`src/rtl/fpu_fault_pkg.sv`:
```
package fpu_fault_pkg;
  localparam int SW_W    = 16;
  localparam int EXC_N   = 6;
  localparam int IDX_ZE  = 2;
  localparam int IDX_SF  = 6;
  localparam int IDX_SE  = 7;
  localparam int IDX_B   = 15;
  localparam logic [SW_W-1:0] KEEP_MASK = 16'h7F00;

  typedef enum logic [1:0] {
    WD_NONE = 2'd0,
    WD_NM   = 2'd1,
    WD_MF   = 2'd2,
    WD_FERR = 2'd3
  } wait_dec_e;
endpackage

```
`src/rtl/fpu_ctrl_reg.sv`:
```
module fpu_ctrl_reg #(
  parameter int CW_W = 16,
  parameter logic [CW_W-1:0] CW_RESET = 16'h003F
) (
  input  logic            clk,
  input  logic            rst_n,
  input  logic            we_i,
  input  logic [CW_W-1:0] wdata_i,
  output logic [CW_W-1:0] cw_d_o,
  output logic [CW_W-1:0] cw_q_o
);
  logic [CW_W-1:0] cw_q;

  always_comb begin
    cw_d_o = we_i ? wdata_i : cw_q;
  end

  always_ff @(posedge clk or negedge rst_n) begin
    if (!rst_n)    cw_q <= CW_RESET;
    else if (we_i) cw_q <= wdata_i;
  end

  assign cw_q_o = cw_q;
endmodule

```
`src/rtl/fpu_status_reg.sv`:
```
module fpu_status_reg
  import fpu_fault_pkg::*;
(
  input  logic             clk,
  input  logic             rst_n,
  input  logic [EXC_N-1:0] exc_set_i,
  input  logic             sf_i,
  input  logic             div_valid_i,
  input  logic             div_zero_i,
  input  logic             clr_i,
  input  logic             init_i,
  input  logic             mask_chg_i,
  input  logic [EXC_N-1:0] mask_i,
  output logic [SW_W-1:0]  status_o,
  output logic             se_next_o
);
  logic [SW_W-1:0] status_q, status_d, base, add;
  logic            upd;

  always_comb begin
    base = status_q;
    if (init_i)     base = '0;
    else if (clr_i) base = status_q & KEEP_MASK;

    add = '0;
    add[EXC_N-1:0] = exc_set_i;
    add[IDX_ZE]    = add[IDX_ZE] | (div_valid_i & div_zero_i);
    add[IDX_SF]    = sf_i;

    status_d = base | add;
    if (|(status_d[EXC_N-1:0] & ~mask_i)) begin
      status_d[IDX_SE] = 1'b1;
      status_d[IDX_B]  = 1'b1;
    end
    upd = init_i | clr_i | mask_chg_i | (|add);
  end

  always_ff @(posedge clk or negedge rst_n) begin
    if (!rst_n)   status_q <= '0;
    else if (upd) status_q <= status_d;
  end

  assign status_o  = status_q;
  assign se_next_o = upd ? status_d[IDX_SE] : status_q[IDX_SE];
endmodule

```
`src/rtl/fpu_wait_unit.sv`:
```
module fpu_wait_unit
  import fpu_fault_pkg::*;
#(
  parameter int VEC_W  = 8,
  parameter int VEC_NM = 7,
  parameter int VEC_MF = 16
) (
  input  logic             clk,
  input  logic             rst_n,
  input  logic             wait_i,
  input  logic             mp_i,
  input  logic             ts_i,
  input  logic             ne_i,
  input  logic             se_q_i,
  input  logic             se_next_i,
  output logic             trap_valid_o,
  output logic [VEC_W-1:0] trap_vec_o,
  output logic             ferr_o
);
  wait_dec_e        dec;
  logic             tv_d, tv_q, ferr_d, ferr_q;
  logic [VEC_W-1:0] vec_d, vec_q;

  always_comb begin
    dec = WD_NONE;
    if (wait_i) begin
      if (mp_i && ts_i) dec = WD_NM;
      else if (se_q_i)  dec = ne_i ? WD_MF : WD_FERR;
    end
    tv_d = (dec == WD_NM) || (dec == WD_MF);
    case (dec)
      WD_NM:   vec_d = VEC_W'(VEC_NM);
      WD_MF:   vec_d = VEC_W'(VEC_MF);
      default: vec_d = '0;
    endcase
    ferr_d = (dec == WD_FERR) | (ferr_q & se_next_i);
  end

  always_ff @(posedge clk or negedge rst_n) begin
    if (!rst_n) begin
      tv_q   <= 1'b0;
      vec_q  <= '0;
      ferr_q <= 1'b0;
    end else begin
      tv_q   <= tv_d;
      vec_q  <= vec_d;
      ferr_q <= ferr_d;
    end
  end

  assign trap_valid_o = tv_q;
  assign trap_vec_o   = vec_q;
  assign ferr_o       = ferr_q;
endmodule

```
`src/rtl/fpu_fault_reporter.sv`:
```
module fpu_fault_reporter
  import fpu_fault_pkg::*;
#(
  parameter int CW_W  = 16,
  parameter int VEC_W = 8
) (
  input  logic             clk,
  input  logic             rst_n,
  input  logic [5:0]       exc_set_i,
  input  logic             stack_fault_i,
  input  logic             div_valid_i,
  input  logic             div_zero_i,
  input  logic             clr_exc_i,
  input  logic             init_i,
  input  logic             cw_we_i,
  input  logic [15:0]      cw_wdata_i,
  input  logic             cr0_mp_i,
  input  logic             cr0_ts_i,
  input  logic             cr0_ne_i,
  input  logic             wait_req_i,
  output logic [15:0]      status_o,
  output logic [15:0]      control_o,
  output logic             trap_valid_o,
  output logic [7:0]       trap_vec_o,
  output logic             ferr_o
);
  logic [1:0]      rst_sync;
  logic            rst_int_n;
  logic [CW_W-1:0] cw_d, cw_q;
  logic [SW_W-1:0] status;
  logic            se_next;

  // asynchronous assertion, synchronous release
  always_ff @(posedge clk or negedge rst_n) begin
    if (!rst_n) rst_sync <= 2'b00;
    else        rst_sync <= {rst_sync[0], 1'b1};
  end
  assign rst_int_n = rst_sync[1];

  fpu_ctrl_reg #(.CW_W(CW_W), .CW_RESET(CW_W'(16'h003F))) u_ctrl (
    .clk     (clk),
    .rst_n   (rst_int_n),
    .we_i    (cw_we_i),
    .wdata_i (CW_W'(cw_wdata_i)),
    .cw_d_o  (cw_d),
    .cw_q_o  (cw_q)
  );

  fpu_status_reg u_status (
    .clk         (clk),
    .rst_n       (rst_int_n),
    .exc_set_i   (exc_set_i),
    .sf_i        (stack_fault_i),
    .div_valid_i (div_valid_i),
    .div_zero_i  (div_zero_i),
    .clr_i       (clr_exc_i),
    .init_i      (init_i),
    .mask_chg_i  (cw_we_i),
    .mask_i      (cw_d[EXC_N-1:0]),
    .status_o    (status),
    .se_next_o   (se_next)
  );

  fpu_wait_unit #(.VEC_W(VEC_W), .VEC_NM(7), .VEC_MF(16)) u_wait (
    .clk          (clk),
    .rst_n        (rst_int_n),
    .wait_i       (wait_req_i),
    .mp_i         (cr0_mp_i),
    .ts_i         (cr0_ts_i),
    .ne_i         (cr0_ne_i),
    .se_q_i       (status[IDX_SE]),
    .se_next_i    (se_next),
    .trap_valid_o (trap_valid_o),
    .trap_vec_o   (trap_vec_o),
    .ferr_o       (ferr_o)
  );

  assign status_o  = status;
  assign control_o = 16'(cw_q);
endmodule

```
`config.mk`:
```
export PLATFORM = sky130hd
export DESIGN_NAME = fpu_fault_reporter
export DESIGN_NICKNAME = d
export VERILOG_FILES = /design/src/rtl/fpu_fault_pkg.sv /design/src/rtl/fpu_ctrl_reg.sv /design/src/rtl/fpu_status_reg.sv /design/src/rtl/fpu_wait_unit.sv /design/src/rtl/fpu_fault_reporter.sv
export SDC_FILE = /design/constraint.sdc
export NUM_CORES = 1
export LEC_CHECK = 0
export CAP_MARGIN = 20
export CORE_MARGIN = 4
export CORE_UTILIZATION = 36
export CTS_BUF_LIST = sky130_fd_sc_hd__clkbuf_4
export DETAILED_ROUTE_END_ITERATION = 6
export PLACE_DENSITY = 0.88
export SLEW_MARGIN = 20
export SYNTH_ARGS = -nofsm -noshare
export SYNTH_HDL_FRONTEND = slang
export SYNTH_SLANG_ARGS = --single-unit
```
`constraint.sdc`:
```
create_clock -name clk -period 1 [get_ports clk]
set_clock_uncertainty 0.1 [all_clocks]
set_input_delay 0.2 -clock clk [delete_from_list [all_inputs] [get_ports clk]]
set_output_delay 0.2 -clock clk [all_outputs]
set_load 0.05 [all_outputs]
```
# After elaboration in Yosys (flattened, before gate mapping)
# Index checks and enable logic that the tools add are counted.
totals:
  ff_bits: 41
  latchBits: 0
  mem_bits_rw: 0
  rom_bits: 0
  inputBits: 34
  output_inout_bits: 42
  wordCells: 35
  n_memories: 0
classes:
  addsub: 0
  n_mul: 0
  n_div: 0
  order_cmp: 0
  eq_ne: 3
  shift: 0
  n_mux: 11
  bitwise_logic: 10
  n_reduce_logical: 4
ops:
  columns: ["operator", "count"]
  rows:
  - ["$mux W16", 2]
  - ["$or A16 B7 Y16", 1]
  - ["$pmux W5 S2", 1]
  - ["$reduce_or A7 Y1", 1]
  - ["$and A6 B6 Y6", 1]
  - ["$mux W2", 3]
  - ["$mux W6", 1]
  - ["$not A6 Y6", 1]
  - ["$reduce_or A6 Y1", 1]
  - ["$or A1 B1 Y1", 5]
  - ["$eq A2 B2 Y1 const B", 2]
  - ["$mux W1", 4]
  - ["$and A1 B1 Y1", 2]
  - ["$eq A2 B1 Y1 const B", 1]
  - ["$logic_and A1 B1 Y1", 1]
  - ["$logic_or A1 B1 Y1", 1]

# Logic depth before layout (Yosys ltp)
logic_depth:
  depth_word: 9
  depth_mapped: 8
  mapped_depth_nobuf: 8

# Hierarchy
# Synthesis repeated with hierarchy kept, for this count alone.
hier_totals:
  hier_cells: 109
  hier_area_um2: 1436.4
modules_own_cells:
  columns: ["mod", "instances", "cells_each", "area_per_inst_um2", "seq_area_each_um2"]
  rows:
  - ["fpu_ctrl_reg", 1, 34, 656.9, 407.9]
  - ["fpu_status_reg", 1, 49, 483.0, 225.2]
  - ["fpu_wait_unit", 1, 23, 242.7, 100.1]
  - ["fpu_fault_reporter", 1, 3, 53.8, 50.0]

# Worst setup path after synthesis
# OpenSTA, ideal clock, no wires.
synth_timing:
  kind: "reg-to-reg"
  from: "register u_status.status_q[2], in the netlist u_status.status_o[2]"
  to: "register u_status.status_q[7], in the netlist u_status.status_o[7]"
  setup_time_ns: 0.077
  arrival_ns: 1.403
  required_ns: 0.823
  slack_ns: -0.581
  path_stages_with_launch: 5
  n_path_buf: 0
  period_less_slack_ns: 1.581
  cell_sequence: "dfrtp_1 > or3b_1 > a21oi_1 > a211oi_1 > a21oi_1"
synth_between:
  elab_chain_cells: 6
synth_lines:
  columns: ["element", "line_no", "source"]
  rows:
  - ["start, declared", "fpu_status_reg.sv:17", "logic [SW_W-1:0] status_q, status_d, base, add;"]
  - ["start signal, assigned", "fpu_status_reg.sv:40", "else if (upd) status_q <= status_d;"]
  - ["$mux W16", "fpu_status_reg.sv:23", "else if (clr_i) base = status_q & KEEP_MASK;"]
  - ["$mux W16", "fpu_status_reg.sv:22", "if (init_i) base = '0;"]
  - ["$or A16 B7 Y16", "fpu_status_reg.sv:30", "status_d = base | add;"]
  - ["$and A6 B6 Y6", "fpu_status_reg.sv:31", "if (|(status_d[EXC_N-1:0] & ~mask_i)) begin"]
  - ["$reduce_or A6 Y1", "fpu_status_reg.sv:31", null]
  - ["$mux W1", "fpu_status_reg.sv:31", null]
# No other way between the ends.
# A chain may end at the register's enable or synchronous reset.

# Worst setup path in the final report
layout_timing:
  from: "register u_status.status_q[7], in the netlist u_status.status_o[7]"
  to: "register u_wait.ferr_q, in the netlist u_wait.ferr_o"
layout_between:
  elab_chain_cells: 7
  word_cells_on_any_way: 11
  cone_classes: "eq/ne (1); mux (7); bitwise (3)"
layout_lines:
  columns: ["element", "line_no", "source"]
  rows:
  - ["$mux W16", "fpu_status_reg.sv:23", null]
  - ["$mux W16", "fpu_status_reg.sv:22", null]
  - ["$or A16 B7 Y16", "fpu_status_reg.sv:30", null]
  - ["$mux W1", "fpu_status_reg.sv:31", null]
  - ["$mux W1", "fpu_status_reg.sv:44", "assign se_next_o = upd ? status_d[IDX_SE] : status_q[IDX_SE];"]
  - ["$and A1 B1 Y1", "fpu_wait_unit.sv:36", "ferr_d = (dec == WD_FERR) | (ferr_q & se_next_i);"]
  - ["$or A1 B1 Y1 (*)", "fpu_wait_unit.sv:36", null]
  - ["net u_wait.ferr_d", "fpu_wait_unit.sv:21", "logic tv_d, tv_q, ferr_d, ferr_q;"]
  - ["end signal, assigned", "fpu_wait_unit.sv:47", "ferr_q <= ferr_d;"]
  - ["end, declared", "fpu_wait_unit.sv:21", null]
# The timed path passes the listed nets; every way through them passes the cells marked *.

==> qor.csv <==
metric,value,unit
final_net_count,253,
dieArea,0.004967,mm2
max_clock_freq,0.6645,GHz
gp_congestion,0.7664,
clockBufferDepth,2,
setup_tns,-11.57,ns
finalSetupViolCount,45,
io_pins,76,
insertion_delay,0.34,ns
drive_above_1_share,0.6774,
core,0.003716,mm2
fin_crit_sh,1.505,
status,finished with violations,
pre_cts_slack,-0.8661,ns
path_delay_family,compound AO/OA/AOI/OAI gates,
grt_pass1_wl,7562,um
die_h,70.48,um
io_buffers,64,
final_util,0.8010,
synth_cell_types,28,
postRouteAntennaNets,0,
cts_tree,built,
cp.arrival,1.63,ns
cts_sinks,31,
gr-usage-all-layers,0.2071,
power.total,0.004178,W
violations,negative setup slack,
worst_path_largest_cell_delay,0.43,ns
slew_violations,0,
yosys_register_bits,31,
postSynthCellCount,112,
grt-ovfl-total,0,
p_per_area,1404,mW/mm2
diodes,0,
final_area,0.002977,mm2
wl,5132,um
cp_slowest_cell,dfrtp_1,
rsz0062_at_grt,true,
placed_cell_area,0.002623,mm2
path_buf_inv,2,
vias,1265,
synth_area,0.001405,mm2
synth_area_leaders,"dfrtp_1 (45%), dfstp_2 (11%), mux2_2 (9.6%), buf_4 (7.5%), mux2_4 (4.3%)",
synth_area_leader_cell,dfrtp_1,
grt_start_max_net_pins,30,
fp.dieW,70.48,um
timing.final.hold_violations,0,
antenna_found_initial,0,
via_per_inst,4.774,
p_leak,1.336,nW
path_cells,"inv_1, o21ai_2, nand2_2, inv_2, ha_4, a21o_1, o22ai_1, a21oi_1",
start_util,0.3781,
end_kind,register,
yosys.area.top_type_share,0.4452,
timing.final.ws_setup,-0.5050,ns
rr_startpoint,u_status.status_o[7],
dr.pass1.iters,4,
cp_max_fo,3,
min_period,1.505,ns
hold_path_class,register to async pin,
peakVddDrop,0.0007111,V
drtIter0Drc,43,
syn_to_final_growth,111.8,%
num_rows,22,
cp-startpoint,u_status.status_o[7],
cp_data_required_time,1.13,ns
clk_pin_slew,0.10,ns
seq_area_frac_synth,0.5574,
clockRootBuffer,clkbuf_4,
grt_pass1_vias,1360,
cp-start-kind,register,
path_class,register to register,
drv_cap,0,
cts_max_level,2,
yosys_warnings,0,
numCtsBuffers,5,
drc_errors,0,
post_drt_wl_per_cell,19.37,um
syn_area_per_cell,12.55,um2
hpwl,3341,um
## layout by cell type, fill, tap and decap left out, types with 3 or more instances in the layout
cell type / netlist / routed
a21oi_2: 1 / 4
buf_12: 0 / 32
buf_4: 14 / 16
buf_6: 1 / 21
clkbuf_4: 0 / 7
clkdlybuf4s50_1: 0 / 29
conb_1: 2 / 12
dfrtp_1: 25 / 7
dfrtp_2: 0 / 18
dfstp_2: 6 / 6
dlygate4sd2_1: 0 / 3
ha_4: 0 / 3
inv_1: 7 / 5
mux2_2: 12 / 9
mux2_4: 4 / 7
nand2_1: 5 / 3
nor3b_4: 0 / 3
or2_4: 0 / 3
## area by class of cell
class | instances | area [um2]
fill | 180 | 739.5
clock buffer | 7 | 52.55
timing repair buffer | 103 | 1336
inverter | 7 | 26.28
sequential | 31 | 805.8
clock inverter | 1 | 5.005
multi-input combinational | 68 | 690.7
tap | 48 | 60.06
## stage by stage
step | hold slack [ns] | std cells
after CTS | 0.1280 | 263
after global placement | 0.1064 | 247
after detailed placement | 0.1131 | 247
after floorplan | -0.1956 | 122
after global routing | 0.1399 | 265
final | 0.1123 | 265
## cells in the mapped netlist
master,number
o21bai_1,3
a21o_1,2
nor3b_1,3
nor3_1,2
o21ai_0,2
a21oi_2,1
or2_2,3
dfstp_2,6
or3b_1,2
o22ai_1,1
inv_1,7
nor4_1,1
o2111a_2,1
o211ai_2,1
buf_6,1
nand3_1,1
nand2_1,5
nand4_1,1
nor2_1,1
a21oi_1,6
mux2_2,12
mux2_4,4
buf_4,14
dfrtp_1,25
a211oi_1,1
ha_1,3
buf_2,1
conb_1,2
## worst paths after layout
check / slack (ns) / cells past startpoint / endpoint
worst min-delay path: 0.11 / 1 / u_ctrl.cw_q_o[9]
max in group asynchronous: 0.15 / 2 / rst_sync[1]
min in group clk: 0.14 / 2 / u_status.status_o[4]
worst max-delay path: -0.51 / 8 / u_wait.ferr_o
worst min register to register: 0.11 / 1 / u_ctrl.cw_q_o[9]
worst max register to register: -0.51 / 8 / u_wait.ferr_o
## what timing repair did
item / in CTS / in global routing
pin swaps: 6 / 6
cloned: 0 / 0
setup endpoints to repair: 52 / 50
buffers inserted: 8 / 5
hold buffers: 1 / 0
hold endpoints to repair: 2 / 0
gates resized for setup: 32 / 22
## state kept, by name (all words and copies together), names as in the netlist
register             flops
u_wait.trap_valid_o      1
u_status.status_o        9
u_ctrl.cw_q_o           16
u_wait.trap_vec_o        2
rst_sync                 2
u_wait.ferr_o            1
## cell families after synthesis
kind of cell             after synthesis  share of synthesized area
flip-flops                            31                     0.5574
buffers and inverters                 23                     0.1051
AND/OR/NAND/NOR                       19                    0.07748
AO/OA/AOI/OAI                         18                    0.08905
multiplexers                          16                     0.1389
adder cells (fa/ha/maj)                3                    0.02672
other                                  2                   0.005345
## metal layers
layer  share of wire  routed length [um]  up-vias  global-route usage
met5               0                   0        -                   0
met4           0.019                  95        0             0.07660
met3           0.066                 337       10             0.06043
met2            0.54                2794       64              0.3763
met1            0.37                1905      624              0.2244
li1                -                   -      567                   -
## power breakdown
| group | leakage [nW] | switching, W | internal (W) |
|---|---|---|---|
| combinational | 0.967 | 0.000915 | 0.000958 |
| clock | 0.0361 | 0.000439 | 0.000328 |
| sequential | 0.332 | 0.000132 | 0.00141 |
| total | 1.34 | 0.00149 | 0.00269 |
(Power assumes the default switching activity.)
